## src/rtl/emr_pkg.sv

```systemverilog
package emr_pkg;

  typedef enum logic [2:0] {
    CMD_LMR = 3'b000,
    CMD_NOP = 3'b111
  } ddr_cmd_e;

  typedef enum logic [2:0] {
    ST_IDLE,
    ST_HOLD,
    ST_EXT,
    ST_GAP_EXT,
    ST_BASE,
    ST_GAP_BASE
  } seq_state_e;

endpackage

```

## src/rtl/emr_fsm.sv

```systemverilog
module emr_fsm
  import emr_pkg::*;
#(
  parameter int unsigned MRD_GAP = 2
) (
  input  logic       clk_i,
  input  logic       rst_ni,
  input  logic       req_i,
  input  logic       cond_ok_i,
  input  logic       dll_en_i,
  output seq_state_e state_o,
  output logic       accept_o,
  output logic       err_o
);
  localparam int unsigned GAP_W = (MRD_GAP > 1) ? $clog2(MRD_GAP) : 1;
  localparam logic [GAP_W-1:0] GAP_LOAD = GAP_W'(MRD_GAP - 1);

  seq_state_e       st_q, st_d;
  logic [GAP_W-1:0] gap_q, gap_d;
  logic             gap_done;
  logic             err_q;

  assign gap_done = (gap_q == '0);
  assign accept_o = req_i && (st_q == ST_IDLE);

  always_comb begin
    st_d  = st_q;
    gap_d = gap_q;
    unique case (st_q)
      ST_IDLE: if (req_i) st_d = ST_HOLD;
      ST_HOLD: if (cond_ok_i) st_d = ST_EXT;
      ST_EXT: begin
        st_d  = ST_GAP_EXT;
        gap_d = GAP_LOAD;
      end
      ST_GAP_EXT: begin
        if (gap_done) st_d = dll_en_i ? ST_BASE : ST_IDLE;
        else gap_d = gap_q - 1'b1;
      end
      ST_BASE: begin
        st_d  = ST_GAP_BASE;
        gap_d = GAP_LOAD;
      end
      ST_GAP_BASE: begin
        if (gap_done) st_d = ST_IDLE;
        else gap_d = gap_q - 1'b1;
      end
      default: st_d = ST_IDLE;
    endcase
  end

  always_ff @(posedge clk_i or negedge rst_ni) begin
    if (!rst_ni) begin
      st_q  <= ST_IDLE;
      gap_q <= '0;
      err_q <= 1'b0;
    end else begin
      st_q  <= st_d;
      gap_q <= gap_d;
      err_q <= req_i && (st_q != ST_IDLE);
    end
  end

  assign state_o = st_q;
  assign err_o   = err_q;
endmodule

```

## src/rtl/emr_cmd_fmt.sv

```systemverilog
module emr_cmd_fmt
  import emr_pkg::*;
#(
  parameter int unsigned ADDR_W      = 13,
  parameter int unsigned BA_W        = 2,
  parameter bit          WIDE_X16    = 1'b1,
  parameter int unsigned DLL_RST_BIT = 8
) (
  input  logic              clk_i,
  input  logic              rst_ni,
  input  logic              load_i,
  input  logic              dll_off_i,
  input  logic              drv_reduced_i,
  input  logic [ADDR_W-1:0] base_mode_i,
  input  seq_state_e        state_i,
  output logic              dll_en_o,
  output logic [2:0]        cmd_o,
  output logic [BA_W-1:0]   ba_o,
  output logic [ADDR_W-1:0] addr_o
);
  localparam logic [BA_W-1:0] BA_EXT  = BA_W'(1);
  localparam logic [BA_W-1:0] BA_BASE = '0;

  logic              dll_off_q;
  logic [ADDR_W-1:0] base_q;
  logic              red_eff;

  always_ff @(posedge clk_i or negedge rst_ni) begin
    if (!rst_ni) begin
      dll_off_q <= 1'b0;
      base_q    <= '0;
    end else if (load_i) begin
      dll_off_q <= dll_off_i;
      base_q    <= base_mode_i;
    end
  end

  generate
    if (WIDE_X16) begin : g_red
      logic red_q;
      always_ff @(posedge clk_i or negedge rst_ni) begin
        if (!rst_ni) red_q <= 1'b0;
        else if (load_i) red_q <= drv_reduced_i;
      end
      assign red_eff = red_q;
    end else begin : g_nored
      // narrow parts: reduced drive is never requested
      assign red_eff = 1'b0;
    end
  endgenerate

  assign dll_en_o = !dll_off_q;

  always_comb begin
    cmd_o  = CMD_NOP;
    ba_o   = '0;
    addr_o = '0;
    unique case (state_i)
      ST_EXT: begin
        cmd_o     = CMD_LMR;
        ba_o      = BA_EXT;
        addr_o[0] = dll_off_q;
        addr_o[1] = red_eff;
      end
      ST_BASE: begin
        cmd_o               = CMD_LMR;
        ba_o                = BA_BASE;
        addr_o              = base_q;
        addr_o[DLL_RST_BIT] = 1'b1;
      end
      default: ;
    endcase
  end
endmodule

```

## src/rtl/emr_lock_timer.sv

```systemverilog
module emr_lock_timer #(
  parameter int unsigned LOCK_CYCLES = 200
) (
  input  logic clk_i,
  input  logic rst_ni,
  input  logic start_i,
  output logic inhibit_o
);
  localparam int unsigned CNT_W = $clog2(LOCK_CYCLES + 1);

  logic [CNT_W-1:0] cnt_q;

  always_ff @(posedge clk_i or negedge rst_ni) begin
    if (!rst_ni) cnt_q <= '0;
    else if (start_i) cnt_q <= CNT_W'(LOCK_CYCLES);
    else if (cnt_q != '0) cnt_q <= cnt_q - 1'b1;
  end

  assign inhibit_o = (cnt_q != '0);
endmodule

```

## src/rtl/emr_seq.sv

```systemverilog
module emr_seq
  import emr_pkg::*;
#(
  parameter int unsigned ADDR_W      = 13,
  parameter int unsigned BA_W        = 2,
  parameter int unsigned MRD_GAP     = 2,
  parameter int unsigned LOCK_CYCLES = 200,
  parameter bit          WIDE_X16    = 1'b1,
  parameter int unsigned DLL_RST_BIT = 8
) (
  input  logic              clk_i,
  input  logic              rst_ni,
  input  logic              req_i,
  input  logic              dll_off_i,
  input  logic              drv_reduced_i,
  input  logic [ADDR_W-1:0] base_mode_i,
  input  logic              banks_idle_i,
  input  logic              burst_busy_i,
  input  logic              sr_exit_i,
  output logic [2:0]        cmd_o,
  output logic [BA_W-1:0]   ba_o,
  output logic [ADDR_W-1:0] addr_o,
  output logic              ready_o,
  output logic              rd_inhibit_o,
  output logic              err_o
);
  seq_state_e state;
  logic       accept;
  logic       dll_en;
  logic       lock_start;

  emr_fsm #(.MRD_GAP(MRD_GAP)) i_fsm (
    .clk_i     (clk_i),
    .rst_ni    (rst_ni),
    .req_i     (req_i),
    .cond_ok_i (banks_idle_i && !burst_busy_i),
    .dll_en_i  (dll_en),
    .state_o   (state),
    .accept_o  (accept),
    .err_o     (err_o)
  );

  emr_cmd_fmt #(
    .ADDR_W      (ADDR_W),
    .BA_W        (BA_W),
    .WIDE_X16    (WIDE_X16),
    .DLL_RST_BIT (DLL_RST_BIT)
  ) i_fmt (
    .clk_i         (clk_i),
    .rst_ni        (rst_ni),
    .load_i        (accept),
    .dll_off_i     (dll_off_i),
    .drv_reduced_i (drv_reduced_i),
    .base_mode_i   (base_mode_i),
    .state_i       (state),
    .dll_en_o      (dll_en),
    .cmd_o         (cmd_o),
    .ba_o          (ba_o),
    .addr_o        (addr_o)
  );

  // lockout restarts on each DLL enable and on self-refresh exit
  assign lock_start = ((state == ST_EXT) && dll_en) || sr_exit_i;

  emr_lock_timer #(.LOCK_CYCLES(LOCK_CYCLES)) i_lock (
    .clk_i     (clk_i),
    .rst_ni    (rst_ni),
    .start_i   (lock_start),
    .inhibit_o (rd_inhibit_o)
  );

  assign ready_o = (state == ST_IDLE);
endmodule

```

## config.mk

```make
export PLATFORM = sky130hd
export DESIGN_NAME = emr_seq
export DESIGN_NICKNAME = d
export VERILOG_FILES = /design/src/rtl/emr_pkg.sv /design/src/rtl/emr_fsm.sv /design/src/rtl/emr_cmd_fmt.sv /design/src/rtl/emr_lock_timer.sv /design/src/rtl/emr_seq.sv
export SDC_FILE = /design/constraint.sdc
export NUM_CORES = 1
export LEC_CHECK = 0
export BUFFER_PORTS_ARGS = -buffer_cell sky130_fd_sc_hd__buf_2
export CAP_MARGIN = 10
export CORE_ASPECT_RATIO = 0.8
export CORE_MARGIN = 3
export CORE_UTILIZATION = 30
export CTS_BUF_LIST = sky130_fd_sc_hd__clkbuf_8
export CTS_CLUSTER_SIZE = 28
export DETAILED_ROUTE_END_ITERATION = 8
export GPL_TIMING_DRIVEN = 0
export HOLD_SLACK_MARGIN = 0.08
export RECOVER_POWER = 100
export SETUP_SLACK_MARGIN = 0.5
export SYNTH_ARGS = -nofsm -noshare
export SYNTH_HDL_FRONTEND = slang
export SYNTH_HIERARCHICAL = 1
export SYNTH_SLANG_ARGS = --single-unit
```

## constraint.sdc

```tcl
create_clock -name clk_i -period 3.07 [get_ports clk_i]
set_input_delay 0.614 -clock clk_i [delete_from_list [all_inputs] [get_ports clk_i]]
set_output_delay 0.614 -clock clk_i [all_outputs]
set_load 0.02 [all_outputs]
```

After elaboration in Yosys (flattened, before gate mapping)
Index checks and enable logic that the tools add are counted.

storage, ports and cells
  register bits = 28
  input bits = 21
  output and inout port bits = 21
  word-level logic and storage cells = 47

operators by class
  add/sub/neg operators = 2
  equal/unequal tests = 9
  mux-type cells = 14
  reduce and logical (&&, ||, !) cells = 15

operator list
  kind                                                                     number
  3-bit 2-to-1 mux                                                         6
  3-bit one-hot mux with 6 select lines                                    1
  8-bit 2-to-1 mux                                                         2
  11-bit 2-to-1 mux                                                        1
  8-bit nonzero test                                                       1
  8-bit by 1-bit subtractor with 8-bit output, second input constant       1
  3-bit by 2-bit == test with 1-bit output, second input constant          2
  3-bit == test, second input constant                                     2
  2-bit inequality test, second input constant                             3
  1-bit logical AND                                                        4
  2-bit one-hot mux with 2 select lines                                    1
  4-bit AND reduction                                                      1
  2-bit nonzero test                                                       2
  2-bit OR reduction                                                       2
  3-bit by 1-bit == test with 1-bit output, second input constant          1
  3-bit logical NOT                                                        1
  3-bit nonzero test                                                       1
  1-bit logical NOT                                                        2
  1-bit 2-to-1 mux                                                         2
  2-bit by 1-bit inequality test with 1-bit output, second input constant  1
  1-bit one-hot mux with 2 select lines                                    1
  1-bit logical OR                                                         1
  1-bit subtractor, second input constant                                  1

Longest topological paths before layout
Gate-level depths: netlist of the first run.

  depth in word-level cells = 4
  gate-level depth with buffers = 7
  depth with buffers taken out = 6

Cells and area by module
Netlist of the first run, hierarchy kept.

modules (own cells, without submodules)
  module          instances  cells each  area each (um2)  seq. area each (um2)
  emr_cmd_fmt     1          57          728.2            350.3
  emr_lock_timer  1          48          473.0            200.2
  emr_fsm         1          25          247.7            125.1
  emr_seq         1          4           23.8             0.0

Least setup slack after synthesis of the first run
OpenSTA, ideal clock, no wires.

  path kind = reg-to-output
  from = register i_fsm.st_q[2], in the netlist i_fsm/state_o[2]
  to = output port addr_o[0]
  data arrival time = 1.266 ns
  data required time = 2.456 ns
  setup slack = 1.190 ns
  stages on the path, launching flop included = 3
  buffers on the path = 0
  cells stage by stage = dfrtp_1 > nand2b_1 > o32ai_1

on the way
  cells in the longest elaborated chain, start to end = 2
  elaborated cells on any way between the ends = 3
  those cells by class = eq/ne (2); mux (1)

ends and longest elaborated chain
  item                                                                              line               text
  start: declaration                                                                emr_fsm.sv:18      seq_state_e st_q, st_d;
  start signal: assignment                                                          emr_fsm.sv:58      st_q <= st_d;
  3-bit == test / 3-bit by 2-bit == test with 1-bit output (equally long branches)  emr_cmd_fmt.sv:58  unique case (state_i)
  2-bit one-hot mux with 2 select lines *                                           emr_cmd_fmt.sv:58
  end: declaration                                                                  emr_seq.sv:22      output logic [ADDR_W-1:0] addr_o,

Mark *: on every way between the ends. The rest lies on a longest branch, timed or not.

Final worst setup path of the first run
  from = register i_fsm.st_q[2], in the netlist i_fsm/state_o[2]
  to = output port addr_o[10]

on the way
  cells in the longest elaborated chain, start to end = 2

ends and longest elaborated chain
  item               line
  3-bit == test      emr_cmd_fmt.sv:58
  11-bit 2-to-1 mux  emr_cmd_fmt.sv:58

Every way passes these cells.

==> results of run 1 <==
## stage by stage
step | utilization (%) | worst slack, ns | hold slack (ns) | cell area, µm² | cells
after global placement | 37.5 | 0.990 | 0.483 | 1740 | 233
after global routing | 36.7 | 0.341 | 0.516 | 1710 | 237
after CTS | 38.5 | 0.689 | 0.355 | 1790 | 237
after detailed placement | 37.5 | 1.02 | 0.485 | 1740 | 233
final | 36.7 | 0.532 | 0.492 | 1710 | 237
after floorplan | - | 1.19 | 0.318 | 1470 | 134
## sequential cells by signal, indices dropped and copies added (netlist names)
| name | cells |
|---|---|
| i_fsm/state_o | 3 |
| i_fmt/dll_off_q | 1 |
| i_lock/cnt_q | 8 |
| i_fmt/g_red.red_q | 1 |
| i_fmt/base_q | 12 |
| i_fsm/err_o | 1 |
| i_fsm/gap_q | 1 |
## report_power, final
group / internal, W / total [W] / switching, W
Combinational: 0.000271 / 0.000584 / 0.000313
Clock: 0.0000955 / 0.000218 / 0.000123
Sequential: 0.000506 / 0.000636 / 0.000130
## synthesized netlist by cell type (4+ instances only)
| library cell | count |
|---|---|
| a21oi_1 | 5 |
| and2_1 | 11 |
| buf_4 | 4 |
| dfrtp_1 | 27 |
| inv_1 | 6 |
| mux2_2 | 5 |
| mux2_4 | 8 |
| nand2_1 | 5 |
| nand2b_1 | 7 |
| nor2b_1 | 5 |
| o21ai_0 | 5 |
| o21ai_1 | 4 |
## worst max-delay path by stage
| stage | to | slack [ns] | startpoint | cells after the start |
|---|---|---|---|---|
| final | addr_o[10] | 0.53 | i_fsm/state_o[2] | 4 |
| after global placement | rd_inhibit_o | 0.99 | i_lock/cnt_q[0] | 6 |
| after floorplan | addr_o[0] | 1.19 | i_fsm/state_o[2] | 2 |
| after CTS | rd_inhibit_o | 0.69 | i_lock/cnt_q[0] | 6 |
| after global routing | addr_o[10] | 0.34 | i_fsm/state_o[0] | 4 |
| after detailed placement | rd_inhibit_o | 1.02 | i_lock/cnt_q[0] | 6 |
## per-layer routing
layer  vias up  routed length [µm]
met4         0                   9
met1       503                1470
met5         -                   0
met3         2                 195
li1        547                   -
met2        30                1300
## layout by cell type (no fill, tap or decap), drive strengths merged
cell	n
buf	29
dfrtp	27
clkbuf	21
mux2	13
and2	11
o21ai	9
inv	8
nand2b	7
a21oi	6
nor2b	5
nand2	5
nor2	4
nor3	3
or4	3
o32ai	2
nor3b	2
o31ai	2
ha	2
or2	2
or3	2
a31o	1
a21o	1
conb	1
xnor2	1
nand4b	1
or3b	1
o211ai	1
a211oi	1
nor4	1
nand3	1
a2111oi	1
mux2i	1
nand3b	1
a211o	1
## critical path, delay by kind of cell, from the launching register on
family	cells	cell delay [ns]
and+or+nand+nor	2	0.48
buffers and inverters	2	0.60
DFF	1	0.56
## final cells by class
class                           count  area [µm²]
Inverter                            7        26.3
Timing Repair Buffer               39         179
Multi-Input combinational cell     92         659
Fill cell                         474        2950
Tap cell                           60        75.1
Sequential cell                    27         676
Clock buffer                        3        41.3
Buffer                              8        41.3
Clock inverter                      1        8.76
## cells by family after synthesis
logic type / Yosys count
other cells: 1
simple gates: 49
compound gates: 25
flops: 27
buf+inv: 15
mux: 14
xor+xnor: 1
fa+ha+maj: 2
==> reports/qor.csv, run 1 <==
stage,metric,value,unit
logic_synthesis,Compound-Gate Fraction of Synth Area,11.6,%
route,post-route ant nets,0,
final_layout,Antenna Cells,0,
setup_path,CP max FO,12,
logic_synthesis,Yosys cell types,43,
logic_synthesis,Syn. warnings,6,
floorplan,site row count,22,
global_route,Total Routing Usage GR,11.0,%
logic_synthesis,Synth Area in Adders,1.70,%
setup_path,CP cell instances,nor3b_1 -> clkbuf_1 -> and2_1 -> clkbuf_1,
route,routed via count,1082,
route,WL/cell,12.6,µm
clocking,Worst-Skew Late Latency,0.28,ns
global_route,largest net degree at the start of global routing,28,
setup_path,Critical Path Max Stage Delay,0.56,ns
logic_synthesis,Synth area leader,dfrtp_1,
logic_synthesis,fraction of the mapped netlist area in simple logic gates,20.9,%
clocking,CTS H-tree lvls,1,
logic_synthesis,"Seq/Total Area, Yosys",45.9,%
logic_synthesis,ys async rst share,100,%
timing,Fmax,394,MHz
logic_synthesis,"flops & latches, synth",27,
setup_path,"Top cell by count, worst path",clkbuf_1,
timing,Rel. slew slack,1.97,%
power_and_ir_drop,Power Dens Cells,843,mW/mm²
global_route,grt peak-use layer,met2,
setup_path,worst reg2reg endpoint,i_fmt/base_q[10],
logic_synthesis,Mapped Cells,134,
timing,final setup TNS,0,ns
floorplan,Core Area,0.00465,mm²
hold_path,Worst Hold Launch,i_fmt/base_q[12],
placed_design,detailed placement HPWL,2170,µm
placed_design,gpl congestion,0.728,
logic_synthesis,Synth area leaders,"dfrtp_1 46%, mux2_4 8.2%, and2_1 4.7%, mux2_2 3.8%, nand2b_1 3.0%",
setup_path,Worst Path Arrival,1.92,ns
clocking,CTS Hold Bufs,0,
logic_synthesis,mux cell area share after synthesis,12.7,%
route,drt pass-1 iters,4,
global_route,met3 usage,3.44,%
floorplan,I/O pin count,42,
hold_path,Hold Path Stages,1,
global_route,vias in the first global route,1056,
hold_path,Hold Crit Class,flip-flop to flip-flop,
logic_synthesis,largest family of logic cells by synthesized area,simple AND/OR/NAND/NOR gates,
route,drt total wl,2980,µm
hold_path,WHS Endpoint,i_fmt/base_q[12],
clocking,root buffer cell,clkbuf_8,
placed_design,I/O Buffers,39,
setup_path,WP data required,2.46,ns
logic_synthesis,Synth Cell Area,0.00147,mm²
setup_path,CP max stage cell,dfrtp_1,
final_layout,post-synthesis to final-layout area growth,15.9,%
timing,final period utilization,82.7,%
logic_synthesis,Post-synth EDFFs,0,
clocking,# resized after CTS,0,
final_layout,# nets final,201,
logic_synthesis,synthesized net count,157,
route,via density per instance,4.57,
timing,RSZ-0062 raised after global routing,no,
global_route,first-pass GRT wire length,5090,µm
setup_path,reg2reg setup slack,0.74,ns
timing,worst-margin pin slew,1.47,ns
power_and_ir_drop,Pwr Total,0.00144,W
timing,post-layout min period,2.54,ns
route,Remaining DRCs,0,
clocking,Worst-path clk slew,0.10,ns
flow_run,max-cap violations,0,
setup_path,crit start category,flip-flop,
setup_path,WS Path Type,flip-flop to primary output,
floorplan,initial core utilization,31.7,%
logic_synthesis,share of the synthesized area in the top cell type,45.9,%
final_layout,share of cells above drive strength 1,24.3,%
clocking,CTS Sinks,27,
setup_path,r2r worst-path depth,6,
setup_path,critical path capture point type,primary output,
logic_synthesis,Mean Syn Cell Area,11.0,µm²
route,first-iteration detailed-routing DRC count,74,
logic_synthesis,post-synthesis xor/xnor area fraction,0.595,%
run_status,status,"complete, no violations",
power_and_ir_drop,Max IR drop VDD,0.374,mV
clocking,CTS Buf Count,3,
timing,Max Slew Vio Count,0,
global_route,GRT Residual Overflow,0,
clocking,CTS tree,built,
power_and_ir_drop,Leak,0.715,nW
floorplan,die area,0.00579,mm²
timing,clk_skew,0.00739,ns
global_route,routing usage on met1,14.9,%
floorplan,DIE HEIGHT,68.7,µm
global_route,initial antenna violation count,0,
timing,Fin. Hold Viols,0,
floorplan,Die W,84.3,µm
clocking,clk buf depth,2,
setup_path,reg2reg start,i_fsm/state_o[1],
global_route,met2 Resource Use GR,17.8,%
logic_synthesis,ys flop type,dfrtp_1,
timing,final setup fails,0,
clocking,postcts setup bufs,0,
Power figures use the tool's default switching activity.
==> run 2: changes to the inputs <==
Clock period 3.07 ns to 2.3 ns, I/O delays scaled along.
==> reports/qor.csv, run 2 (synthesis results as in run 1) <==
stage,metric,value,unit,change
run_status,status,"complete, but fails checks",,
run_status,failing checks,"max-capacitance violations, max-slew violations",,
setup_path,Worst Path Arrival,1.64,ns,-0.28 ns
final_layout,most frequent cells in the layout,"25 x buf_6, 23 x dfrtp_1, 19 x clkbuf_1",,
power_and_ir_drop,Psw,0.000958,W,+69%
timing,Hold Slack,0.386,ns,-0.106 ns
timing,Fmax,476,MHz,
timing,Rel. slew slack,-1.99,%,-4.0 points
power_and_ir_drop,internal power,0.00160,W,+83%
floorplan,Die W,84.3,µm,unchanged
timing,RSZ-0062 raised after global routing,yes,,
clocking,clk buf depth,2,,unchanged
clocking,CTS Hold Bufs,0,,unchanged
global_route,largest net degree at the start of global routing,28,,unchanged
final_layout,footprint of the multi-input gates,782,µm²,+19%
final_layout,FILL cells,435,,-8.2%
final_layout,share of cells above drive strength 1,49.5,%,+25 points
placed_design,detailed placement HPWL,2170,µm,unchanged
setup_path,reg2reg setup slack,0.24,ns,-0.50 ns
placed_design,Placement Setup Slack,0.401,ns,-0.616 ns
route,WL/cell,14.3,µm,+14%
setup_path,Top delay family on crit path,simple AND/OR/NAND/NOR gates,,
clocking,Worst-Skew Late Latency,0.28,ns,about the same
final_layout,post-synthesis to final-layout area growth,49.7,%,
power_and_ir_drop,Flop pwr share,32.5,%,-12 points
timing,worst-margin pin slew,1.53,ns,+0.0594 ns
clocking,CTS Buf Count,3,,unchanged
route,Remaining DRCs,0,,unchanged
timing,final period utilization,91.4,%,
clocking,CTS H-tree lvls,1,,unchanged
clocking,CTS Sinks,27,,unchanged
power_and_ir_drop,Max IR drop VDD,0.652,mV,+74%
route,post-route ant nets,0,,unchanged
power_and_ir_drop,combinational share of power,56.0,%,+15 points
setup_path,CP max stage cell,or3b_1,,
power_and_ir_drop,Power Dens Cells,1160,mW/mm²,+37%
global_route,vias in the first global route,1263,,+20%
final_layout,"Most flops, register",i_fmt/base_q,,
final_layout,final core occ,47.4,%,+11 points
global_route,initial antenna violation count,0,,unchanged
global_route,GRT Residual Overflow,0,,unchanged
setup_path,critical path capture point type,primary output,,
setup_path,CP max FO,2,,-10
floorplan,DIE HEIGHT,68.7,µm,unchanged
route,first-iteration detailed-routing DRC count,34,,-54%
floorplan,site row count,22,,unchanged
hold_path,Hold Path Stages,2,,+1
power_and_ir_drop,Leak,0.950,nW,+33%
final_layout,"commonest non-fill, non-tap cell in the layout",buf_6,,
setup_path,CP cell instances,inv_1 -> ha_1 -> or3b_1 -> nor2_4 -> inv_2 -> buf_6,,
hold_path,Worst Hold Launch,base_mode_i[12],,
power_and_ir_drop,Net Sw Frac,37.5,%,-1.9 points
floorplan,die area,0.00579,mm²,unchanged
setup_path,crit start category,flip-flop,,
setup_path,WP data required,1.84,ns,-0.62 ns
placed_design,gpl congestion,0.728,,unchanged
global_route,Total Routing Usage GR,13.4,%,+2.4 points
timing,final setup fails,0,,unchanged
timing,Fin. Hold Viols,0,,unchanged
floorplan,I/O pin count,42,,unchanged
route,via density per instance,4.69,,+2.6%
setup_path,WS Path Type,flip-flop to primary output,,
floorplan,Core Area,0.00465,mm²,unchanged
hold_path,Hold Crit Class,primary input to flip-flop,,
final_layout,max reg flops,12,,unchanged
timing,Max Slew Vio Count,28,,+28
clocking,root buffer cell,clkbuf_8,,
setup_path,worst reg2reg endpoint,i_lock/cnt_q[6],,
power_and_ir_drop,Pwr Total,0.00255,W,+78%
timing,clk_skew,0.00854,ns,+0.00115 ns
clocking,CTS tree,built,,
setup_path,Critical Path Max Stage Delay,0.42,ns,-0.14 ns
timing,final setup TNS,0,ns,unchanged
route,drt total wl,3870,µm,+30%
floorplan,initial core utilization,31.7,%,unchanged
setup_path,WP buf/inv,3,,+1
timing,post-layout min period,2.10,ns,
global_route,first-pass GRT wire length,6180,µm,+21%
final_layout,# nets final,234,,+16%
hold_path,WHS Endpoint,i_fmt/base_q[12],,
timing,final setup margin,0.197,ns,-0.334 ns
final_layout,Antenna Cells,0,,unchanged
power_and_ir_drop,clock share of power,11.5,%,-3.7 points
setup_path,r2r worst-path depth,13,,+7
setup_path,reg2reg start,i_lock/cnt_q[1],,
flow_run,max-cap violations,1,,+1
final_layout,register area,681,µm²,+0.74%
placed_design,I/O Buffers,39,,unchanged
route,drt pass-1 iters,4,,unchanged
route,routed via count,1265,,+17%
clocking,Worst-path clk slew,0.10,ns,about the same
==> run 2: cell types whose count changed in the layout (fill, tap and decap cells not counted), moves of 7 or more <==
cell	delta
buf_6	+25
buf_4	+13
and2_4	+10
buf_2	-8
and2_0	-7
==> run 2: worst reg2reg max path: stages (launching register included) <==
cell and delay (ns):
dfrtp_1 0.40, inv_1 0.09, buf_6 0.10, buf_6 0.08, buf_6 0.08, buf_6 0.08
buf_6 0.08, buf_6 0.08, buf_6 0.08, buf_6 0.09, ha_4 0.13, nand2b_1 0.12
or4_4 0.49, nand3b_1 0.09
==> run 2: worst max-delay path by stage <==
stage	from	to	slack, ns	cells past startpoint
after floorplan	i_fsm/state_o[2]	addr_o[0]	0.57	2
after global placement	i_lock/cnt_q[0]	rd_inhibit_o	0.37	6
after detailed placement	i_lock/cnt_q[0]	rd_inhibit_o	0.40	6
after CTS	i_lock/cnt_q[2]	rd_inhibit_o	0.25	4
after global routing	i_lock/cnt_q[1]	rd_inhibit_o	0.11	6
final	i_lock/cnt_q[1]	rd_inhibit_o	0.20	6
==> run 2: routing by layer <==
layer	share of wire, %	GRT usage [%]	routed length [µm]	vias to the layer above
met5	0	0	0	-
li1	-	-	-	614
met2	50	24.0	1940	30
met1	45	17.1	1730	619
met3	4.9	3.44	189	2
met4	0.21	1.78	8	0
==> run 2: layout make-up <==
| class | instances | area share, % |
|---|---|---|
| Buffer | 8 | 3.63 |
| Clock buffer | 3 | 1.87 |
| Clock inverter | 1 | 0.397 |
| Inverter | 7 | 1.19 |
| Multi-Input combinational cell | 92 | 35.5 |
| Sequential cell | 27 | 30.9 |
| Tap cell | 60 | 3.41 |
| Timing Repair Buffer | 72 | 23.2 |
==> run 2: what timing repair did <==
item | in CTS | in global routing
pin swaps | 8 | 14
gates cloned | 1 | 0
gates resized for setup | 46 | 51
setup buffers | 27 | 5
endpoints found under the setup margin | 18 | 34
==> run 2: stage by stage <==
stage | area (µm²) | std cells
floorplan | 1470 | 134
detailed placement | 1740 | 233
CTS | 2150 | 265
global placement | 1740 | 233
finish | 2200 | 270
global route | 2200 | 270
==> run 2: power groups by stage <==
stage	clock network, W	logic [W]	registers, W
after global placement	0	0.000915	0.000863
after floorplan	0	0.000735	0.000822
after detailed placement	0	0.000930	0.000861
after CTS	0.000310	0.00137	0.000821
after global routing	0.000326	0.00156	0.000860
final	0.000294	0.00143	0.000829
